`config.mk`:
```
export PLATFORM = sky130hd
export DESIGN_NAME = eqser_csync
export DESIGN_NICKNAME = d
export VERILOG_FILES = /design/src/rtl/eqser_csync.sv
export SDC_FILE = /design/constraint.sdc
export NUM_CORES = 1
export LEC_CHECK = 0
export BUFFER_PORTS_ARGS = -buffer_cell sky130_fd_sc_hd__buf_2
export CORE_MARGIN = 10
export CORE_UTILIZATION = 48
export DETAILED_ROUTE_END_ITERATION = 8
export PLACE_DENSITY = 0.82
export SYNTH_ARGS = -nofsm -noshare
export SYNTH_HDL_FRONTEND = slang
export SYNTH_SLANG_ARGS = --single-unit
export TNS_END_PERCENT = 100
```
`constraint.sdc`:
```
create_clock -name clk -period 0.8 [get_ports clk]
set_input_delay 0.08 -clock clk [delete_from_list [all_inputs] [get_ports clk]]
set_output_delay 0.08 -clock clk [all_outputs]
set_load 0.03 [all_outputs]
```
`src/rtl/eqser_csync.sv`:
```
module eqser_csync #(
  parameter int W = 12
) (
  input  logic         clk,
  input  logic         rst_n,
  input  logic [W-1:0] hpos,
  input  logic [W-1:0] vline,
  input  logic         odd_field,
  input  logic [W-1:0] line_len,
  input  logic [W-1:0] hsync_end,
  input  logic [W-1:0] vs_start,
  input  logic [W-1:0] vs_end,
  input  logic [1:0]   mode,
  input  logic [W-1:0] eq_end,
  input  logic [W-1:0] serr_end,
  input  logic [W-1:0] win_start,
  input  logic [W-1:0] win_end,
  input  logic         es_disable,
  output logic         csync_raw,
  output logic         mode_illegal
);
  localparam logic [1:0] M_ILACE  = 2'b00;
  localparam logic [1:0] M_BAD    = 2'b10;
  localparam logic [1:0] M_SINGLE = 2'b11;

  logic [W-1:0] half, phase, width;
  logic in_vs, dbl, second, win_even, win_odd, in_win, use_es, nxt;

  assign half     = line_len >> 1;
  assign in_vs    = (vline >= vs_start) && (vline < vs_end);
  assign dbl      = (mode != M_SINGLE);
  assign second   = dbl && (hpos >= half);
  assign phase    = second ? hpos - half : hpos;
  assign width    = in_vs ? serr_end : eq_end;

  assign win_even = (vline >= win_start) && (vline < win_end);
  assign win_odd  = ((vline == win_start) && (hpos >= half)) ||
                    ((vline > win_start) && (vline < win_end)) ||
                    ((vline == win_end) && (hpos < half));
  assign in_win   = (mode == M_ILACE && odd_field) ? win_odd : win_even;
  assign use_es   = in_win && !es_disable && (mode != M_BAD);
  assign nxt      = use_es ? (phase < width) : ((hpos < hsync_end) || in_vs);

  always_ff @(posedge clk or negedge rst_n) begin
    if (!rst_n) begin
      csync_raw    <= 1'b0;
      mode_illegal <= 1'b0;
    end else begin
      csync_raw    <= nxt;
      mode_illegal <= (mode == M_BAD);
    end
  end

  logic primed;
  always_ff @(posedge clk or negedge rst_n) begin
    if (!rst_n) primed <= 1'b0;
    else        primed <= 1'b1;
  end

  AST_RESET_QUIET: assert property (@(posedge clk) !primed |-> (!csync_raw && !mode_illegal));
  AST_ILLEGAL_FLAG: assert property (@(posedge clk) disable iff (!rst_n)
    primed |-> (mode_illegal == ($past(mode) == 2'b10)));
  AST_DISABLED_NORMAL: assert property (@(posedge clk) disable iff (!rst_n)
    (primed && $past(es_disable)) |->
      (csync_raw == (($past(hpos) < $past(hsync_end)) || $past(in_vs))));
  AST_SINGLE_NO_SECOND: assert property (@(posedge clk) disable iff (!rst_n)
    (primed && $past(mode) == 2'b11 && !$past(es_disable) && $past(win_even) &&
     !$past(in_vs) && $past(hpos) >= $past(eq_end)) |-> !csync_raw);
  AST_BEFORE_WINDOW: assert property (@(posedge clk) disable iff (!rst_n)
    (primed && $past(vline) < $past(win_start)) |->
      (csync_raw == (($past(hpos) < $past(hsync_end)) || $past(in_vs))));
endmodule

```
# Word-level counts from Yosys, hierarchy flattened
# Index checks and enable logic that the tools add are counted.
[classes]
addsub = 1
magnitude_cmp = 9
muxes = 4
n_eq_ne = 5
reduce_logical = 14
[ops]
columns = ["cell", "n"]
rows = [
  ["12-bit < comparator", 4],
  ["12-bit equality test", 2],
  ["12-bit greater-or-equal comparator", 2],
  ["12-bit 2-to-1 mux", 2],
  ["12-bit by 11-bit greater-or-equal comparator with 1-bit output", 1],
  ["12-bit > comparator", 1],
  ["12-bit by 11-bit < comparator with 1-bit output", 1],
  ["12-bit by 11-bit subtractor with 12-bit output", 1],
  ["1-bit logical AND", 9],
  ["2-bit inequality test (second input constant)", 2],
  ["1-bit logical OR", 3],
  ["2-bit equality test (second input constant)", 1],
  ["2-bit logical NOT", 1],
  ["1-bit 2-to-1 mux", 2],
  ["1-bit logical NOT", 1],
]
[word_totals]
ff_bits = 2
input_bits = 126
elab_cells = 35
output_inout_bits = 2

# Logic depth before layout (Yosys ltp)
# Gate-level depths: netlist of run 1.
[depth]
depth_word = 8
ltp_mapped = 19
depth_no_buf = 19

# Worst setup path after synthesis of run 1
# OpenSTA, ideal clock, no wires.
[synth_timing]
kind = "input -> register"
startpoint = "input hpos[0]"
endpoint = "register csync_raw"
arrival_ns = 3.033
path_slack_ns = -2.306
setup_ns = 0.073
stages = 19
required_ns = 0.727
n_path_buf = 1
path_cell_list = "inv_1 > ha_1 > inv_1 > fa_1 > a21o_1 > a211oi_1 > o211ai_2 > nand2_2 > buf_2 > nand2_1 > o21ai_0 > ha_1 > a21o_1 > a21o_1 > a21oi_1 > o21ai_0 > nor3b_1 > o211ai_1 > a2bb2oi_2"
[synth_via]
elab_chain_len = 8
[synth_rtl]
columns = ["item", "line_no", "source"]
rows = [
  ["start: declaration", "6", "input logic [W-1:0] hpos,"],
  ["parallel branches: the longest is 7 deep, another holds 12-bit by 11-bit greater-or-equal comparator with 1-bit output", "--", ""],
  ["1-bit 2-to-1 mux *", "42", "assign nxt = use_es ? (phase < width) : ((hpos < hsync_end) || in_vs);"],
  ["named net nxt", "27", "logic in_vs, dbl, second, win_even, win_odd, in_win, use_es, nxt;"],
  ["end signal: assignment", "49", "csync_raw <= nxt;"],
  ["end: declaration", "19", "output logic csync_raw,"],
]
# Mark *: on every way through the listed nets, which the timed path passes.

# Worst setup path after layout of run 1
# Ends and elaborated chain as after synthesis.

==> results of run 1 <==
==> report_power, final <==
part	total, mW	internal, mW	switching, mW
clock	0.424	0.320	0.104
sequential	0.124	0.114	0.0101
combinational	3.19	1.60	1.58
total	3.74	2.04	1.70
==> critical path, cell delays in order <==
cell	delay, ps
sky130_fd_sc_hd__buf_8	110
sky130_fd_sc_hd__inv_12	40
sky130_fd_sc_hd__ha_4	120
sky130_fd_sc_hd__inv_2	30
sky130_fd_sc_hd__fa_2	340
sky130_fd_sc_hd__a21o_1	240
sky130_fd_sc_hd__a21oi_4	230
sky130_fd_sc_hd__o21a_1	210
sky130_fd_sc_hd__o21bai_1	100
sky130_fd_sc_hd__a21oi_2	140
sky130_fd_sc_hd__xor2_1	70
sky130_fd_sc_hd__o21ai_0	290
sky130_fd_sc_hd__ha_1	340
sky130_fd_sc_hd__o211ai_1	280
sky130_fd_sc_hd__o21ai_1	100
sky130_fd_sc_hd__nor3b_1	180
sky130_fd_sc_hd__o211ai_1	150
sky130_fd_sc_hd__a2bb2oi_2	160
==> cell type report <==
cell class	instances	area share, %
Sequential cell	2	1.21
Multi-Input combinational cell	273	58.4
Timing Repair Buffer	205	30.4
Tap cell	70	2.12
Clock buffer	3	1.00
Inverter	72	6.85
==> metal layers <==
layer	global-route usage (%)	part of all wire (%)	wire (um)	vias to the layer above
met5	0	0	0	-
met4	11.4	4.2	473	0
met3	4.24	8.0	893	48
met2	41.6	50	5550	213
met1	23.2	38	4230	1583
li1	-	-	-	1673
==> placed cells by master (no fill, tap or decap), types with 4 or more instances in the layout <==
cell,count
sky130_fd_sc_hd__nor2_1,10
sky130_fd_sc_hd__o21bai_1,6
sky130_fd_sc_hd__buf_6,4
sky130_fd_sc_hd__a21oi_1,16
sky130_fd_sc_hd__a21o_1,13
sky130_fd_sc_hd__xor2_1,4
sky130_fd_sc_hd__nand4_1,11
sky130_fd_sc_hd__nand3_1,7
sky130_fd_sc_hd__a31oi_1,5
sky130_fd_sc_hd__inv_1,70
sky130_fd_sc_hd__xnor2_1,6
sky130_fd_sc_hd__nor2b_1,4
sky130_fd_sc_hd__buf_4,76
sky130_fd_sc_hd__a211oi_2,4
sky130_fd_sc_hd__o21ai_1,5
sky130_fd_sc_hd__buf_2,123
sky130_fd_sc_hd__nand2b_1,4
sky130_fd_sc_hd__a211oi_1,4
sky130_fd_sc_hd__nand2_1,21
sky130_fd_sc_hd__a21oi_2,4
sky130_fd_sc_hd__mux2_2,4
sky130_fd_sc_hd__mux2i_1,10
sky130_fd_sc_hd__o21ai_0,10
sky130_fd_sc_hd__ha_1,77
==> repair_timing <==
action / CTS / global route
resized for setup: 24 / 8
buffers inserted: 7 / 2
endpoints found under the hold margin: 2 / 0
hold buffers: 1 / 0
endpoints found under the setup margin: 3 / 3
pin swaps: 15 / 10
gates cloned: 1 / 0
==> worst min path at each step <==
stage                     start                     end  slack [ps]  cells after the start
after global placement    rst_n  mode_illegal$_DFF_PN0_        -130                      1
after floorplan           rst_n     csync_raw$_DFF_PN0_        -220                      0
after detailed placement  rst_n     csync_raw$_DFF_PN0_        -130                      1
after CTS                 rst_n     csync_raw$_DFF_PN0_         200                      2
final                     rst_n  mode_illegal$_DFF_PN0_         210                      2
after global routing      rst_n     csync_raw$_DFF_PN0_         230                      2
==> logic make-up after synthesis <==
logic type                 count (synthesis)
AOI/OAI and AO/OA                         93
xor gates and xnor gates                  10
adders and majority gates                 81
buffers and inverters                     74
DFF                                        2
muxes                                     15
and+or+nand+nor                           73
==> sequential cells by signal, indices dropped and copies added, names as in the netlist <==
name	count
csync_raw	1
mode_illegal	1
==> metrics by stage <==
| step | cells | power, mW | setup slack (ps) | TNS (ps) |
|---|---|---|---|---|
| final | 625 | 3.74 | -2270 | -2350 |
| after detailed placement | 611 | 2.77 | -2450 | -2450 |
| after CTS | 623 | 3.47 | -2000 | -2060 |
| after floorplan | 348 | 1.65 | -2040 | -2040 |
| after global routing | 625 | 4.00 | -2350 | -2440 |
| after global placement | 611 | 2.65 | -2350 | -2350 |
==> flow_summary.rst, run 1 <==
.. list-table::
   :header-rows: 1

   * - Metric
     - Value
   * - 1st-pass router iterations
     - 7
   * - Maximum resistive drop on vdd
     - 0.679 mV
   * - Share of cell area taken by muxes after synthesis
     - between 5 and 6%
   * - H-Tree Level Count
     - 1
   * - Storage element area
     - 50.0 um^2
   * - Post-DR wirelength/cell
     - 17.8 um
   * - EDFF count, synth
     - 0
   * - First-pass GRT wire length
     - 16200 um
   * - Height of the chip
     - 93.7 um
   * - Fill cell total of the finished layout
     - ~330
   * - Root buffer cell
     - sky130_fd_sc_hd__clkbuf_8
   * - Async S/R FF share, synth
     - 100%
   * - Setup repair after global routing missed its margin
     - true
   * - Tmin final
     - just over 3000 ps
   * - Iteration-0 DRC count of the detailed router
     - roughly 180
   * - Cell area reported after detailed placement
     - 3870 um^2
   * - Core ar.
     - approximately 5200 um^2
   * - Antenna Diode Count
     - 0
   * - Sort of element at the start of the critical path
     - input port
   * - Longest Clk Path Bufs
     - 2
   * - Number of antenna violations at the first check in global routing
     - 0
   * - Normalized max-slew margin
     - 73.7%
   * - Failing checks
     - negative setup slack
   * - Fraction of the mapped netlist area in compound gates
     - 24.7%
   * - Sequential fraction of the synthesis area
     - around 1.9%
   * - Data required time at the worst endpoint
     - 950 ps
   * - Post-synthesis simple-gate area fraction
     - roughly 14%
   * - End of the critical path
     - csync_raw$_DFF_PN0_
   * - Worst setup path startpoint
     - hpos[0]
   * - Synth Instances
     - ~350
   * - Kind of end point of the critical path
     - flop
   * - Cell types occupying the most area after synthesis
     - sky130_fd_sc_hd__ha_1, sky130_fd_sc_hd__inv_1, sky130_fd_sc_hd__mux2i_1
   * - Synth Register Bits
     - 2
   * - Routed Wire Length
     - 11100 um
   * - Placement row count
     - 26
   * - Most numerous cell types in the synthesized netlist
     - sky130_fd_sc_hd__ha_1, sky130_fd_sc_hd__inv_1, sky130_fd_sc_hd__nand2_1, sky130_fd_sc_hd__a21oi_1, sky130_fd_sc_hd__o21ai_0
   * - Number of buffers added on ports
     - 126
   * - Die outline width
     - approximately 94 um
   * - Final-report max-slew violation count
     - 0
   * - Yosys cell types
     - 49
   * - Sink count of the clock tree
     - 2
   * - Share of the synthesized area in the top cell type
     - 38.4%
   * - Detail Placement HPWL
     - 8220 um
   * - Worst min-delay path class
     - input port to asynchronous set/reset pin
   * - Antenna viol nets, final
     - 0
   * - Highest fanout seen on the critical path
     - 3
   * - Clock tree from TritonCTS
     - built
   * - Largest net degree at the start of global routing
     - 7
   * - Initial Util
     - between 50% and 60%
   * - Total grt overflow
     - 0
   * - Yosys warning total
     - 0
   * - Share of the synthesized netlist area taken by xor and xnor gates
     - 3.36%
   * - Top_reg_cell synth
     - sky130_fd_sc_hd__dfrtp_1
   * - Share of layout cells above drive strength 1
     - 43.8%
   * - Final-report setup violation count
     - 3
   * - Cell Area, Synth
     - 2610 um^2
   * - Fin nets
     - 764
   * - Status
     - complete, but fails checks
   * - Final hold violation count
     - 0
   * - Clock slew at reported path FFs
     - roughly 30 ps
   * - Total vias in the final route
     - 3517
   * - Combinational family with the most area after synthesis
     - adder cells
   * - Final routed DRC violation total
     - 0
   * - Least setup slack across all paths after layout
     - -2270 ps
   * - Pwr Density
     - 905 nW/um^2
   * - Drt via density
     - 5.63
   * - Adder-cell area share of the yosys netlist
     - about 40%
   * - Yosys top cell by area
     - sky130_fd_sc_hd__ha_1
   * - Number of violations of the max-capacitance limit
     - 0
   * - Post-Syn Area per Cell
     - ~7.5 um^2
   * - Final clock period utilization by the worst path
     - 384%
   * - Cell with the most instances after synthesis
     - sky130_fd_sc_hd__ha_1
   * - Area occupied by multi-input gates
     - ~2400 um^2
   * - Leakage power of the design
     - 2.47 nW
   * - Number of buffers added by the clock tree synthesis step
     - 3
   * - Full die area
     - roughly 9000 um^2
   * - Final non-filler cell area
     - just over 4000 um^2
   * - GRT Resource Usage Total
     - 22.4%
   * - Global placement routability congestion
     - 0.881
   * - Area growth, synth to finish
     - 58.3%
   * - Synthesized net count
     - about 560
   * - Fmax
     - roughly 0.33 GHz
   * - Critical path class
     - input port to flop
   * - Number of global-route vias before repair
     - 3606
   * - Core occupancy in the finished layout
     - 79.8%
   * - Count of pins on the block boundary
     - approximately 130
   * - Slew of the pin with the lowest slew margin
     - 394 ps
   * - Min Hold Slack
     - 213 ps
   * - Arrival @ worst endpoint
     - 3220 ps
(Power assumes the default switching activity.)
==> inputs of run 2 (changes only) <==
REMOVE_ABC_BUFFERS = 1   (was default)
clock period = 3 ns   (was 0.8 ns; I/O delays follow)
==> flow_summary.rst, run 2 (same netlist as run 1, synthesis figures left out) <==
.. list-table::
   :header-rows: 1

   * - Metric
     - Value
   * - Status
     - complete, but fails checks
   * - Failing checks
     - negative setup slack
   * - Most frequent cells in the layout
     - sky130_fd_sc_hd__buf_2, sky130_fd_sc_hd__ha_1, sky130_fd_sc_hd__inv_1, sky130_fd_sc_hd__buf_4, sky130_fd_sc_hd__nand2_1
   * - Clock Power Share
     - 11.0% (-0.4 points)
   * - Initial Util
     - 50.4% (unchanged)
   * - Largest delay share family, worst path
     - compound AO/OA/AOI/OAI gates
   * - Count of pins on the block boundary
     - 128 (unchanged)
   * - Share of layout cells above drive strength 1
     - 43.5% (-0.25 points)
   * - Final non-filler cell total
     - 619 (-0.96%)
   * - Number of global-route vias before repair
     - 3915 (+8.6%)
   * - Kind of end point of the critical path
     - flop
   * - Total stage count of the critical path
     - 19 (+1)
   * - Total vias in the final route
     - 3613 (+2.7%)
   * - Number of buffers added by the clock tree synthesis step
     - 3 (unchanged)
   * - Share of total power in sequential cells
     - 3.0% (-0.3 points)
   * - Normalized max-slew margin
     - 66.0% (-7.7 points)
   * - Longest Clk Path Bufs
     - 2 (unchanged)
   * - Number of antenna violations at the first check in global routing
     - 0 (unchanged)
   * - Fmax
     - 0.311 GHz
   * - GRT Resource Usage Total
     - 25.1% (+2.7 points)
   * - Drt via density
     - 5.84 (+3.7%)
   * - Antenna viol nets, final
     - 0 (unchanged)
   * - Clock slew at reported path FFs
     - 30 ps (about the same)
   * - Final hold violation count
     - 0 (unchanged)
   * - Largest registers in the final layout
     - csync_raw x1, mode_illegal x1
   * - Total grt overflow
     - 0 (unchanged)
   * - Setup repair after global routing missed its margin
     - true
   * - Final total power
     - 1.04 mW (-72%)
   * - End of the critical path
     - csync_raw$_DFF_PN0_
   * - Fill cell total of the finished layout
     - 297 (-8.9%)
   * - Antenna Diode Count
     - 0 (unchanged)
   * - Leakage power of the design
     - 2.45 nW (-0.86%)
   * - Worst setup path startpoint
     - hpos[0]
   * - Iteration-0 DRC count of the detailed router
     - 223 (+23%)
   * - Bufs and invs on worst path
     - 5 (+2)
   * - Delay of the slowest cell on the worst path
     - 370 ps (+30 ps)
   * - Arrival @ worst endpoint
     - 3350 ps (+130 ps)
   * - Largest net degree at the start of global routing
     - 9 (+2)
   * - Sort of element at the start of the critical path
     - input port
   * - Total internal power
     - 568 uW (-72%)
   * - Tmin final
     - 3210 ps
   * - Number of buffers added on ports
     - 126 (unchanged)
   * - Highest fanout seen on the critical path
     - 5 (+2)
   * - Worst min-delay path class
     - input port to flop
   * - Sink count of the clock tree
     - 2 (unchanged)
   * - Pre-CTS setup slack
     - -570 ps (+1880 ps)
   * - Root buffer cell
     - sky130_fd_sc_hd__clkbuf_8
   * - Routed Wire Length
     - 11800 um (+5.9%)
   * - Number of violations of the max-capacitance limit
     - 0 (unchanged)
   * - Placed Cells
     - 595 (-2.6%)
   * - H-Tree Level Count
     - 1 (unchanged)
   * - Final-report setup violation count
     - 1 (-2)
   * - Fin nets
     - 758 (-0.79%)
   * - Final clock period utilization by the worst path
     - 107%
   * - Placement row count
     - 26 (unchanged)
   * - Final-report max-slew violation count
     - 0 (unchanged)
   * - Die outline width
     - 93.7 um (unchanged)
   * - 1st-pass router iterations
     - 5 (-2)
   * - Area growth, synth to finish
     - 58.0%
   * - Height of the chip
     - 93.7 um (unchanged)
   * - Switching Share
     - 45.2% (-0.20 points)
   * - First-pass GRT wire length
     - 18200 um (+12%)
   * - Final routed DRC violation total
     - 0 (unchanged)
   * - Data required time at the worst endpoint
     - 3140 ps (+2190 ps)
   * - Core occupancy in the finished layout
     - 79.6% (-0.17 points)
   * - Critical path class
     - input port to flop
   * - List of cells traversed by the critical path
     - buf_8 > inv_6 > ha_4 > inv_2 > fa_2 > a21o_1 > a211oi_4 > o211ai_4 > nand2_4 > buf_6 > buf_6 > o21ai_2 > ha_1 > a21o_1 > a21oi_2 > o21ai_1 > nor3b_1 > o211ai_1 > a2bb2oi_2
   * - Least setup slack across all paths after layout
     - -212 ps (+2060 ps)
   * - Maximum resistive drop on vdd
     - 0.163 mV (-76%)
   * - Clock tree from TritonCTS
     - built
   * - Pwr Density
     - 252 nW/um^2 (-72%)
   * - Detail Placement HPWL
     - 8220 um (about the same)
   * - Full die area
     - 8780 um^2 (unchanged)
   * - Global placement routability congestion
     - 0.889 (+0.87%)
   * - Final TNS setup
     - -212 ps (+2140 ps)
   * - Switching power
     - 469 uW (-72%)
   * - Slew of the pin with the lowest slew margin
     - 510 ps (+115 ps)
   * - Comb pwr share
     - 86.0% (+0.7 points)
   * - Highest-delay cell along the critical path
     - sky130_fd_sc_hd__a211oi_4
   * - Post-DR wirelength/cell
     - 19.1 um (+6.9%)
   * - Core ar.
     - 5170 um^2 (unchanged)
   * - Most frequent standard cell in the layout excluding fill and tap cells
     - sky130_fd_sc_hd__buf_2
==> run 2: cell types whose count changed in the layout (fill, tap and decap cells not counted), moves of 3 or more <==
| cell | before | now |
|---|---|---|
| sky130_fd_sc_hd__mux2_2 | 4 | 1 |
| sky130_fd_sc_hd__mux2_4 | 0 | 3 |
| sky130_fd_sc_hd__o21ai_0 | 10 | 7 |
| sky130_fd_sc_hd__buf_4 | 76 | 68 |
==> run 2: cell type report <==
type / count / area (um^2) / share of cell area [%]
Timing Repair Buffer: 199 / 1220 / 29.5
Tap cell: 70 / 87.6 / 2.13
Inverter: 72 / 275 / 6.68
Clock buffer: 3 / 41.3 / 1.00
Sequential cell: 2 / 50.0 / 1.22
Multi-Input combinational cell: 273 / 2450 / 59.4
==> run 2: worst min path at each step <==
stage             from                     end  slack, ps  depth (start not counted)
6_report       mode[0]  mode_illegal$_DFF_PN0_        300                          2
5_1_grt        mode[0]  mode_illegal$_DFF_PN0_        320                          2
4_1_cts        mode[0]  mode_illegal$_DFF_PN0_        300                          2
3_5_place_dp     rst_n  mode_illegal$_DFF_PN0_         90                          1
3_3_place_gp     rst_n  mode_illegal$_DFF_PN0_         90                          1
2_1_floorplan    rst_n     csync_raw$_DFF_PN0_          4                          0
==> run 2: layer usage <==
metal / track usage, % / vias up / wire (um) / share of wire [%]
li1: - / 1658 / - / -
met1: 25.0 / 1639 / 4220 / 36
met2: 45.4 / 240 / 5740 / 49
met3: 7.35 / 76 / 1110 / 9.4
met4: 14.4 / 0 / 742 / 6.3
met5: 0 / - / 0 / 0
==> run 2: power groups by stage <==
stage	sequential, mW	combinational (mW)	clock [mW]
final	0.0314	0.892	0.114
after detailed placement	0.0314	0.679	0
after global routing	0.0317	0.959	0.116
after global placement	0.0313	0.649	0
after CTS	0.0311	0.812	0.112
after floorplan	0.0382	0.385	0
==> run 2: through the flow <==
step	hold slack [ps]	area (um^2)
finish	299	4120
global route	317	4120
CTS	298	4090
detailed placement	85.5	3710
global placement	86.3	3710
floorplan	4.41	2590
==> run 2: repair_timing <==
item | in CTS | in global routing
hold buffers | 1 | 0
gates resized for setup | 45 | 7
hold endpoints to repair | 2 | 0
pin swaps | 29 | 15
cloned | 1 | 0
buffers inserted | 19 | 2
endpoints found under the setup margin | 1 | 1
